==> config.mk <==
export PLATFORM = sky130hd
export DESIGN_NAME = dual_chamber_pacer
export DESIGN_NICKNAME = d
export VERILOG_FILES = /design/src/rtl/pacer_pkg.sv /design/src/rtl/pace_countdown.sv /design/src/rtl/pace_sequencer.sv /design/src/rtl/dual_chamber_pacer.sv
export SDC_FILE = /design/constraint.sdc
export NUM_CORES = 1
export LEC_CHECK = 0
export BUFFER_PORTS_ARGS = -buffer_cell sky130_fd_sc_hd__buf_2
export CAP_MARGIN = 20
export CORE_MARGIN = 2
export CORE_UTILIZATION = 60
export CTS_CLUSTER_DIAMETER = 60
export DETAILED_ROUTE_END_ITERATION = 7
export GPL_ROUTABILITY_DRIVEN = 0
export PLACE_DENSITY = 0.8
export SLEW_MARGIN = 5
export SYNTH_ARGS = -nofsm -noshare
export SYNTH_HDL_FRONTEND = slang
export SYNTH_SLANG_ARGS = --single-unit
==> constraint.sdc <==
create_clock -name clk -period 3 [get_ports clk]
set_input_delay 0.6 -clock clk [delete_from_list [all_inputs] [get_ports clk]]
set_output_delay 0.6 -clock clk [all_outputs]
set_load 0.1 [all_outputs]
==> src/rtl/pacer_pkg.sv <==
package pacer_pkg;

    typedef enum logic [2:0] {
        ARM_A   = 3'd0,
        WATCH_A = 3'd1,
        FIRE_A  = 3'd2,
        ARM_V   = 3'd3,
        WATCH_V = 3'd4,
        FIRE_V  = 3'd5
    } phase_e;

    typedef struct packed {
        phase_e phase;
        logic   a_pace;
        logic   v_pace;
    } ctl_s;

endpackage

==> src/rtl/pace_countdown.sv <==
module pace_countdown #(
    parameter int TICKS = 1000
) (
    input  logic clk,
    input  logic rst_n,
    input  logic reload,
    output logic expired
);
    localparam int CW = $clog2(TICKS + 1);
    localparam logic [CW-1:0] LOAD = CW'(TICKS);

    logic [CW-1:0] cnt_d, cnt_q;

    always_comb begin
        cnt_d = cnt_q;
        if (reload)
            cnt_d = LOAD;
        else if (cnt_q != '0)
            cnt_d = cnt_q - 1'b1;
    end

    always_ff @(posedge clk or negedge rst_n) begin
        if (!rst_n)
            cnt_q <= '0;
        else
            cnt_q <= cnt_d;
    end

    assign expired = (cnt_q == '0);

    assert_reload_value_R9: assert property (@(posedge clk) disable iff (!rst_n)
        reload |=> (cnt_q == LOAD));

    assert_expiry_holds_R9: assert property (@(posedge clk) disable iff (!rst_n)
        (expired && !reload) |=> expired);

endmodule

==> src/rtl/pace_sequencer.sv <==
module pace_sequencer
    import pacer_pkg::*;
(
    input  logic clk,
    input  logic rst_n,
    input  logic a_sense,
    input  logic v_sense,
    input  logic a_expired,
    input  logic v_expired,
    output logic a_reload,
    output logic v_reload,
    output logic a_pace,
    output logic v_pace
);
    ctl_s ctl_d, ctl_q;

    always_comb begin
        ctl_d        = ctl_q;
        ctl_d.a_pace = 1'b0;
        ctl_d.v_pace = 1'b0;
        unique case (ctl_q.phase)
            ARM_A:   ctl_d.phase = WATCH_A;
            WATCH_A: begin
                if (a_sense)
                    ctl_d.phase = ARM_V;
                else if (a_expired) begin
                    ctl_d.phase  = FIRE_A;
                    ctl_d.a_pace = 1'b1;
                end
            end
            FIRE_A:  ctl_d.phase = ARM_V;
            ARM_V:   ctl_d.phase = WATCH_V;
            WATCH_V: begin
                if (v_sense)
                    ctl_d.phase = ARM_A;
                else if (v_expired) begin
                    ctl_d.phase  = FIRE_V;
                    ctl_d.v_pace = 1'b1;
                end
            end
            FIRE_V:  ctl_d.phase = ARM_A;
            default: ctl_d.phase = ARM_A;
        endcase
    end

    always_ff @(posedge clk or negedge rst_n) begin
        if (!rst_n) begin
            ctl_q.phase  <= ARM_A;
            ctl_q.a_pace <= 1'b0;
            ctl_q.v_pace <= 1'b0;
        end else begin
            ctl_q <= ctl_d;
        end
    end

    assign a_reload = (ctl_q.phase == ARM_A);
    assign v_reload = (ctl_q.phase == ARM_V);
    assign a_pace   = ctl_q.a_pace;
    assign v_pace   = ctl_q.v_pace;

    assert_no_dual_pace_R8: assert property (@(posedge clk) disable iff (!rst_n)
        !(a_pace && v_pace));

    assert_a_pulse_width_R2: assert property (@(posedge clk) disable iff (!rst_n)
        a_pace |=> !a_pace);

    assert_v_pulse_width_R3: assert property (@(posedge clk) disable iff (!rst_n)
        v_pace |=> !v_pace);

    assert_a_pace_needs_expiry_R6: assert property (@(posedge clk) disable iff (!rst_n)
        $rose(a_pace) |-> ($past(a_expired) && !$past(a_sense)));

    assert_v_pace_needs_expiry_R6: assert property (@(posedge clk) disable iff (!rst_n)
        $rose(v_pace) |-> ($past(v_expired) && !$past(v_sense)));

    assert_v_reload_after_a_R4: assert property (@(posedge clk) disable iff (!rst_n)
        $rose(v_reload) |-> ($past(a_pace) || $past(a_sense)));

endmodule

==> src/rtl/dual_chamber_pacer.sv <==
module dual_chamber_pacer #(
    parameter int A_WAIT_TICKS = 100_000_000,
    parameter int V_WAIT_TICKS = 20_000_000
) (
    input  logic clk,
    input  logic rst_n,
    input  logic atrium_sense_i,
    input  logic ventricle_sense_i,
    output logic atrium_pace_o,
    output logic ventricle_pace_o
);
    logic a_reload, v_reload, a_expired, v_expired;

    pace_countdown #(.TICKS(A_WAIT_TICKS)) a_timer_i (
        .clk     (clk),
        .rst_n   (rst_n),
        .reload  (a_reload),
        .expired (a_expired)
    );

    pace_countdown #(.TICKS(V_WAIT_TICKS)) v_timer_i (
        .clk     (clk),
        .rst_n   (rst_n),
        .reload  (v_reload),
        .expired (v_expired)
    );

    pace_sequencer seq_i (
        .clk       (clk),
        .rst_n     (rst_n),
        .a_sense   (atrium_sense_i),
        .v_sense   (ventricle_sense_i),
        .a_expired (a_expired),
        .v_expired (v_expired),
        .a_reload  (a_reload),
        .v_reload  (v_reload),
        .a_pace    (atrium_pace_o),
        .v_pace    (ventricle_pace_o)
    );

endmodule

==> summary by stage, run 1 <==
Floorplanning
The initial standard-cell utilization of the core is approximately three fifths. The core outline area is ~5000 um2. The width of the die is 75.5 um.

In this run the count of I/O pins placed on the die edge is 6. The die boundary height is approximately 76 um. The standard-cell row count is 26.

The floorplan step defined a die boundary enclosing about 5700 um2.

Synthesis
After synthesis, the mean cell area works out to ~9.7 um2. The number of distinct library cells after synthesis is between 40 and 50. The count of yosys warnings during synthesis is 0. In this run, synthesis inferred 0 flip-flops with an integrated enable.

Sequential elements use a little under half of the synthesized area. The number of synthesized register bits is between 50 and 60. For this run, asynchronously set or reset flops after synthesis account for 100%. The net count of the mapped netlist is between 300 and 400. The commonest register cell after synthesis is dfrtp_1. The synthesized instance count is about 320. The netlist area before placement is 3070 um2.

Global route
For this run, the total global-route usage over all layers was measured as 24.7%. The maximum number of pins on one net before global-route repair is 21. The number of global-route vias before repair is 2,432. The residual overflow from global routing is 0. The initial antenna violation count was 0. The global-route wire length before repair is 10,600 um.

Power
The total power is between 0.002 and 0.003 W. The total power divided by cell area is between 700 and 800 nW/um2. For this design the static power due to leakage is roughly 1.2 nW.

The maximum vdd drop is about 420 uV.

CTS
The worst-case clock buffer depth is 2. The clock-pin transition on the worst setup and hold timing paths is 70 ps. The hold buffer count at CTS is 0.

TritonCTS built the clock tree. The number of clock sinks is 57. The clock insertion delay at the later pin of the skew report is approximately 340 ps.

The CTS buffer count is 9. The tree is rooted in a clkbuf_8. The post-CTS setup-driven buffer insertion count is 0. The number of levels the H-tree was split into is 3. The number of gates resized after CTS was 0.

Drt
Before antenna repair, the detailed router went through 4 iterations. After detailed routing, the number of remaining DRC violations is 0. Dividing the detail-routed wire length by the instance count gives around 16 um. The post-detailed-routing wire length is approximately 6300 um.

The final route contains about 2,500 vias. The via density per instance is between 6 and 7. The count of nets left with antenna violations after detail routing is 0. The first routing iteration left 137 violations.

Final layout
In the layout the commonest cells are dfrtp_1, nor2_1, or3_1. The layout has approximately 430 filler cells. The post-route netlist has 12.1% of its cells at a drive strength greater than 1.

The most frequent standard cell in the layout excluding fill and tap cells is dfrtp_1. The final layout net count is ~330. The total inserted antenna cells is 0. The area growth from synthesis to layout is 9.50%.

Status
The flow ran to the end, and the final reports show no timing, DRC or antenna violations.

Timing
The total setup violations reported at the end of the flow is 0. The time the final worst path needs with I/O delays and setup is approximately 2500 ps. The total negative slack is 0 ps. The share of the clock period used by the worst path is a little over four fifths. The worst setup skew after layout is ~11 ps.

The tightest hold path in the finished design has a slack of around 180 ps. After layout, the worst setup slack is 469 ps. The final-report hold violation count was 0. Setup repair after global routing left no endpoint under its margin. At the pin with the least slew margin, the transition time is roughly 810 ps. The worst relative slew slack is between 40 and 50%.

The maximum clock rate is about 400 MHz. The total count of max-transition violations in the final report is 0.

Worst setup path
In this design, the stage delay of the slowest critical-path cell is 610 ps. The endpoint arrival time on the critical path is 2730 ps. The critical path goes through nor4_1 > nand4_1 > o41ai_4 > nor3_1 > or3b_2. The startpoint identified for the worst register-to-register timing path is v_timer_i.cnt_q[21]. The nature of the critical path startpoint is a register. Counting cells, the worst reg-to-reg path comes to 5.

Among all stages on the critical path, the largest delay is contributed by o41ai_4. The peak fanout along the critical path is 8. The kind of critical path is register to register. At the worst endpoint, the required time is approximately 3200 ps. The kind of end point of the critical path is a register. In this run the register-to-register setup slack is 470 ps.

In this run the critical register-to-register path is captured at v_timer_i.cnt_q[11].

Placement
In this run the tool buffered the top-level ports with 5 buffer cells. The HPWL after detailed placement is 4290 um. Before CTS, the worst setup slack after placement is between 500 and 600 ps.

Flow run
Across the run, the number of max-cap violations was 0.

Worst hold path
The class of the tightest hold or removal check is primary input to asynchronous set/reset pin.
-- critical path, delay by kind of cell (launching register included) --
family             cells  cell delay (ps)
and+or+nand+nor        4             1380
AOI/OAI and AO/OA      1              610
DFF                    1              410
-- cell type report --
type	count	area (um2)	area share (%)
clock buffers	14	183	5.44
clock inverters	2	10.0	0.298
inverters	4	15.0	0.447
multi-input cells	240	1550	46.2
flip-flops and latches	57	1430	42.4
well taps	70	87.6	2.61
repair buffers	13	85.1	2.53
-- per-layer routing --
layer	routed length, um	share of wire [%]	track usage, %
met1	2840	45	29.0
met2	3160	50	42.6
met3	154	2.5	4.63
met4	128	2.0	13.8
met5	0	0	0
-- sequential cells by signal, summed over array words and instances, names as in the netlist --
signal,flops
v_timer_i.cnt_q,25
a_timer_i.cnt_q,27
seq_i.v_pace,1
seq_i.a_pace,1
seq_i.ctl_q,3
-- cell families after synthesis --
logic type | after synthesis | synth area share (%)
xor+xnor | 19 | 5.42
fa+ha+maj | 4 | 1.63
compound gates | 69 | 15.2
simple gates | 147 | 28.1
buf+inv | 19 | 2.89
mux | 1 | 0.326
flops | 57 | 46.5
-- through the flow --
| stage | util, % | cells | area, um2 |
|---|---|---|---|
| 6_report | 67.1 | 400 | 3360 |
| 4_1_cts | 67.1 | 400 | 3360 |
| 5_1_grt | 67.1 | 400 | 3360 |
| 3_5_place_dp | 63.2 | 384 | 3170 |
| 3_3_place_gp | 63.2 | 384 | 3170 |
| 2_1_floorplan | - | 316 | 3070 |
-- worst max-delay path by stage --
stage                   startpoint             endpoint  slack, ps  cells past startpoint
2_1_floorplan  a_timer_i.cnt_q[14]   a_timer_i.cnt_q[8]        600                      7
3_3_place_gp   v_timer_i.cnt_q[11]  v_timer_i.cnt_q[21]        600                      5
3_5_place_dp   v_timer_i.cnt_q[22]  v_timer_i.cnt_q[13]        530                      5
4_1_cts        v_timer_i.cnt_q[22]  v_timer_i.cnt_q[11]        500                      5
5_1_grt        v_timer_i.cnt_q[21]  v_timer_i.cnt_q[11]        380                      5
6_report       v_timer_i.cnt_q[21]  v_timer_i.cnt_q[11]        470                      5
-- cells in the mapped netlist, drive strengths merged, types with 5 or more instances --
library cell	n	area, um2
a21oi	18	90.1
clkbuf	11	41.3
dfrtp	57	1430
nand2	19	71.3
nand2b	5	31.3
nand3	8	40.0
nor2	26	100
nor3	12	60.1
nor4	13	103
o211ai	9	67.6
o21ai	19	106
o31ai	9	67.6
or3	20	125
or4	16	128
xor2	17	149
-- power by group --
| group | internal [W] | total, W | switching, W |
|---|---|---|---|
| logic | 0.000327 | 0.000812 | 0.000486 |
| registers | 0.000940 | 0.00114 | 0.000204 |
| clock network | 0.000388 | 0.000686 | 0.000298 |
Note: power is estimated with default switching activity, not from simulation.
==> run 2, diff against run 1 <==
--- a/config.mk
+++ b/config.mk
@@ -5,6 +5,7 @@
 export SDC_FILE = /design/constraint.sdc
 export NUM_CORES = 1
 export LEC_CHECK = 0
+export ABC_AREA = 1
 export BUFFER_PORTS_ARGS = -buffer_cell sky130_fd_sc_hd__buf_2
 export CAP_MARGIN = 20
 export CORE_MARGIN = 2
==> constraint.sdc (replaced) <==
create_clock -name clk -period 2.5 [get_ports clk]
set_input_delay 0.5 -clock clk [delete_from_list [all_inputs] [get_ports clk]]
set_output_delay 0.5 -clock clk [all_outputs]
set_load 0.1 [all_outputs]
==> summary by stage, run 2 <==
Global route
The global-route wire length before repair is 14,500 um (+38%). The initial antenna violation count is 0 (unchanged). The number of global-route vias before repair is 3,359 (+38%).

The maximum number of pins on one net before global-route repair was 30 (+43%). The residual overflow from global routing came to 0 (unchanged). The global-route usage over all layers is 27.9% (+3.2 points).

Timing
The maximum clock rate is 558 MHz (+41%). The total setup violations reported at the end of the flow was 0 (unchanged). The final-report hold violation count is 0 (unchanged). The slew at the pin with the worst max-slew slack is 717 ps (-93.1 ps). The worst setup skew after layout is 12.2 ps (+1.47 ps). The total count of max-transition violations in the final report is 0 (unchanged). The share of the clock period used by the worst path is 71.7% (-13 points). Setup repair after global routing left no endpoint under its margin. The total negative slack is 0 ps (unchanged).

The worst relative slew slack is 52.1% (+6.4 points). The time the final worst path needs with I/O delays and setup is 1790 ps (-737 ps).

Final layout
The largest registers in the layout are a_timer_i.cnt_q: 27 flops, v_timer_i.cnt_q: 25 flops, seq_i.ctl_q: 3 flops. The total inserted antenna cells came to 0 (unchanged). The final layout net count came to 551 (+65%). The area growth from synthesis to layout is 8.12%. The library cell used most frequently in the layout, excluding fill and tap cells, is nand2_1. The area taken by multi-input logic gates was 1950 um2 (+26%).

The ratio of cells with drive above 1 in the final layout is 10.9% (-1.2 points). Leaving out fill and tap cells, the most frequent cells in the layout are nand2_1, nor2_1, inv_1. The final non-filler cell area was 3970 um2 (+18%).

The number of inserted filler cells in the final layout is 528 (+23%). The sequential cell area in the final layout is 1430 um2 (unchanged). The flip-flop count of the largest register after layout was 27 (unchanged).

The register with the most flip-flops in the final layout is a_timer_i.cnt_q.

Worst setup path
The worst path required time is 2740 ps (-460 ps). The nature of the critical path startpoint is a register. The endpoint arrival time on the critical path is 2030 ps (-700 ps).

The critical path goes through nor2_1 > inv_1 > nor2_1 > nand4_4 > nor2_4 > inv_2 > nand2_1 > inv_1. The kind of end point of the critical path is a register. The category of cells accounting for the largest share of critical-path delay is simple AND/OR/NAND/NOR gates. The critical path buffer and inverter count is 3 (+3).

The peak fanout along the critical path was 12 (+4). The critical path is of the register to register type. The largest individual stage delay along the critical path comes from the cell dfrtp_1. The longest individual stage delay on the worst path is 440 ps (-170 ps).

Synthesis
The number of enable-type register cells in the synthesized netlist is 0 (unchanged). The synthesized instance count is 531 (+68%). The share of the yosys chip area belonging to registers came to 38.9% (-7.6 points).

The adder and majority gate portion of the synthesized area is 1.36% (-0.27 points). The mean post-synth cell area is 6.91 um2 (-29%). The most used standard cell by instance count after synthesis is nand2_1. The area share of the leading cell type in the synthesized netlist was 38.9% (-7.6 points). The share of flip-flops with an asynchronous set or reset came to 100% (unchanged).

The simple-gate portion of the synthesized area is 47.7% (+20 points). The net count of the mapped netlist is 539 (+66%). The count of yosys warnings during synthesis is 0 (unchanged). The cell accounting for the most synthesized area is dfrtp_1. The netlist area before placement is 3670 um2 (+20%). The post-synthesis mux area share is 0% (-0.33 points). For this run, the leading register cell type out of synthesis is dfrtp_1. The parity-gate share of the synthesized area counting xor and xnor cells is 0.477% (-4.9 points). The number of distinct library cells after synthesis is 29 (-34%).

After synthesis, the largest family of logic cells by area is simple AND/OR/NAND/NOR gates. Yosys attributes the largest share of cell area to dfrtp_1, nand2_1, nor2_1. By count the netlist is led by nand2_1, nor2_1, inv_1, nand3_1, dfrtp_1. The number of synthesized register bits is 57 (unchanged). The area fraction in compound gates after synthesis is 3.68% (-11 points).

Power
The cell leakage power is 1.90 nW (+52%). The maximum vdd drop was 732 uV (+74%). The total power divided by cell area came to 896 nW/um2 (+14%).

Drt
The count of nets left with antenna violations after detail routing came to 0 (unchanged). The post-detailed-routing wire length is 8560 um (+36%). The average wire per standard cell is 13.7 um (-13%). The number of DRC markers after the initial detailed-route iteration is 207 (+51%).

The via density per instance came to 5.58 (-9.2%). The vias after detailed routing is 3,478 (+41%). The number of DRC violations after detailed routing is 0 (unchanged). The iteration count of the initial detailed-routing pass came to 5 (+1).

Status
The run finished with clean final reports.

Floorplanning
The core outline area is 5920 um2 (+18%). The area of the die is 6760 um2 (+18%). The number of placed I/O pins is 6 (unchanged). The die boundary height is 82.2 um (+8.8%). The initial standard-cell utilization of the core is 62.0% (+0.70 points). The standard-cell row count was 28 (+7.7%). The width of the die is 82.2 um (+8.8%).

CTS
The post-cts sizing count is 0 (unchanged). The hold buffer count at CTS is 0 (unchanged). The number of clock sinks is 57 (unchanged). The CTS buffer count is 9 (unchanged).

The clock-pin transition on the worst setup and hold timing paths is 80 ps (about the same). The clock insertion delay at the later pin of the skew report is 340 ps (about the same). In this run the clock root is driven by a clkbuf_8. The post-CTS setup-driven buffer insertion count is 0 (unchanged). TritonCTS built the clock tree.

The number of levels the H-tree was split into is 3 (unchanged). The worst-case clock buffer depth is 2 (unchanged).

Placement
The HPWL after detailed placement came to 6320 um (+47%). The number of port buffers is 5 (unchanged). The placed cell area is 3770 um2 (+19%).

Flow run
The number of maximum-capacitance constraint violations was 0 (unchanged).

Worst hold path
The class of the tightest hold or removal check is primary input to asynchronous set/reset pin.
## run 2: cell types whose count changed in the layout (fill, tap and decap cells not counted), moves of 11 or more
| cell | change |
|---|---|
| nand2_1 | +103 |
| nor2_2 | +11 |
| nand3_1 | +52 |
| nand4_1 | +18 |
| xor2_1 | -15 |
| o21ai_0 | -16 |
| or3_1 | -20 |
| nor4_1 | -11 |
| inv_1 | +61 |
| or4_1 | -14 |
| nand3b_1 | +12 |
| nor2_1 | +86 |
## run 2: path summary, 6_finish.rpt
check / startpoint / end / slack, ps / cells after the start
hold / removal: rst_n / a_timer_i.cnt_q[18] / 50 / 1
hold reg to reg: a_timer_i.cnt_q[0] / a_timer_i.cnt_q[0] / 480 / 2
setup reg to reg: a_timer_i.cnt_q[24] / a_timer_i.cnt_q[22] / 710 / 8
min in group clk: atrium_sense_i / seq_i.a_pace / 340 / 2
setup / recovery: a_timer_i.cnt_q[24] / a_timer_i.cnt_q[22] / 710 / 8
max in group asynchronous: rst_n / v_timer_i.cnt_q[20] / 1730 / 2
## run 2: layer usage
metal  GRT usage [%]  share of wire, %  vias to the layer above  wire [um]
li1                -                 -                     1720          -
met1            31.1                41                     1618       3540
met2            50.5                51                      107       4330
met3            4.89               4.4                       33        377
met4            14.8               3.7                        0        314
met5               0                 0                        -          0
## run 2: final cells by class
type	instances	area share, %
timing repair buffer	7	1.01
sequential	57	36.0
multi-input combinational	400	49.3
tap	75	2.37
inverter	68	6.44
clock inverter	5	1.39
clock buffer	11	3.56
## run 2: metrics by stage
| stage | util (%) | std cells | hold slack (ps) | total power [W] | worst slack [ps] |
|---|---|---|---|---|---|
| 2_1_floorplan | - | 531 | 204 | 0.00236 | 953 |
| 3_3_place_gp | 63.7 | 607 | 424 | 0.00262 | 757 |
| 5_1_grt | 67.0 | 623 | 70.7 | 0.00379 | 524 |
| 6_report | 67.0 | 623 | 52.3 | 0.00355 | 706 |
| 4_1_cts | 67.0 | 623 | 55.8 | 0.00354 | 720 |
| 3_5_place_dp | 63.7 | 607 | 425 | 0.00267 | 727 |
## run 2: power breakdown
part	internal [W]	switching, W	total, W
clock network	0.000484	0.000392	0.000876
registers	0.00111	0.000197	0.00131
logic	0.000424	0.000943	0.00137
## run 2: cells by family after synthesis
family | count (synthesis)
AND/OR/NAND/NOR | 369
buffers and inverters | 74
flip-flops | 57
AO/OA/AOI/OAI | 25
adder cells (fa/ha/maj) | 4
XOR/XNOR | 2
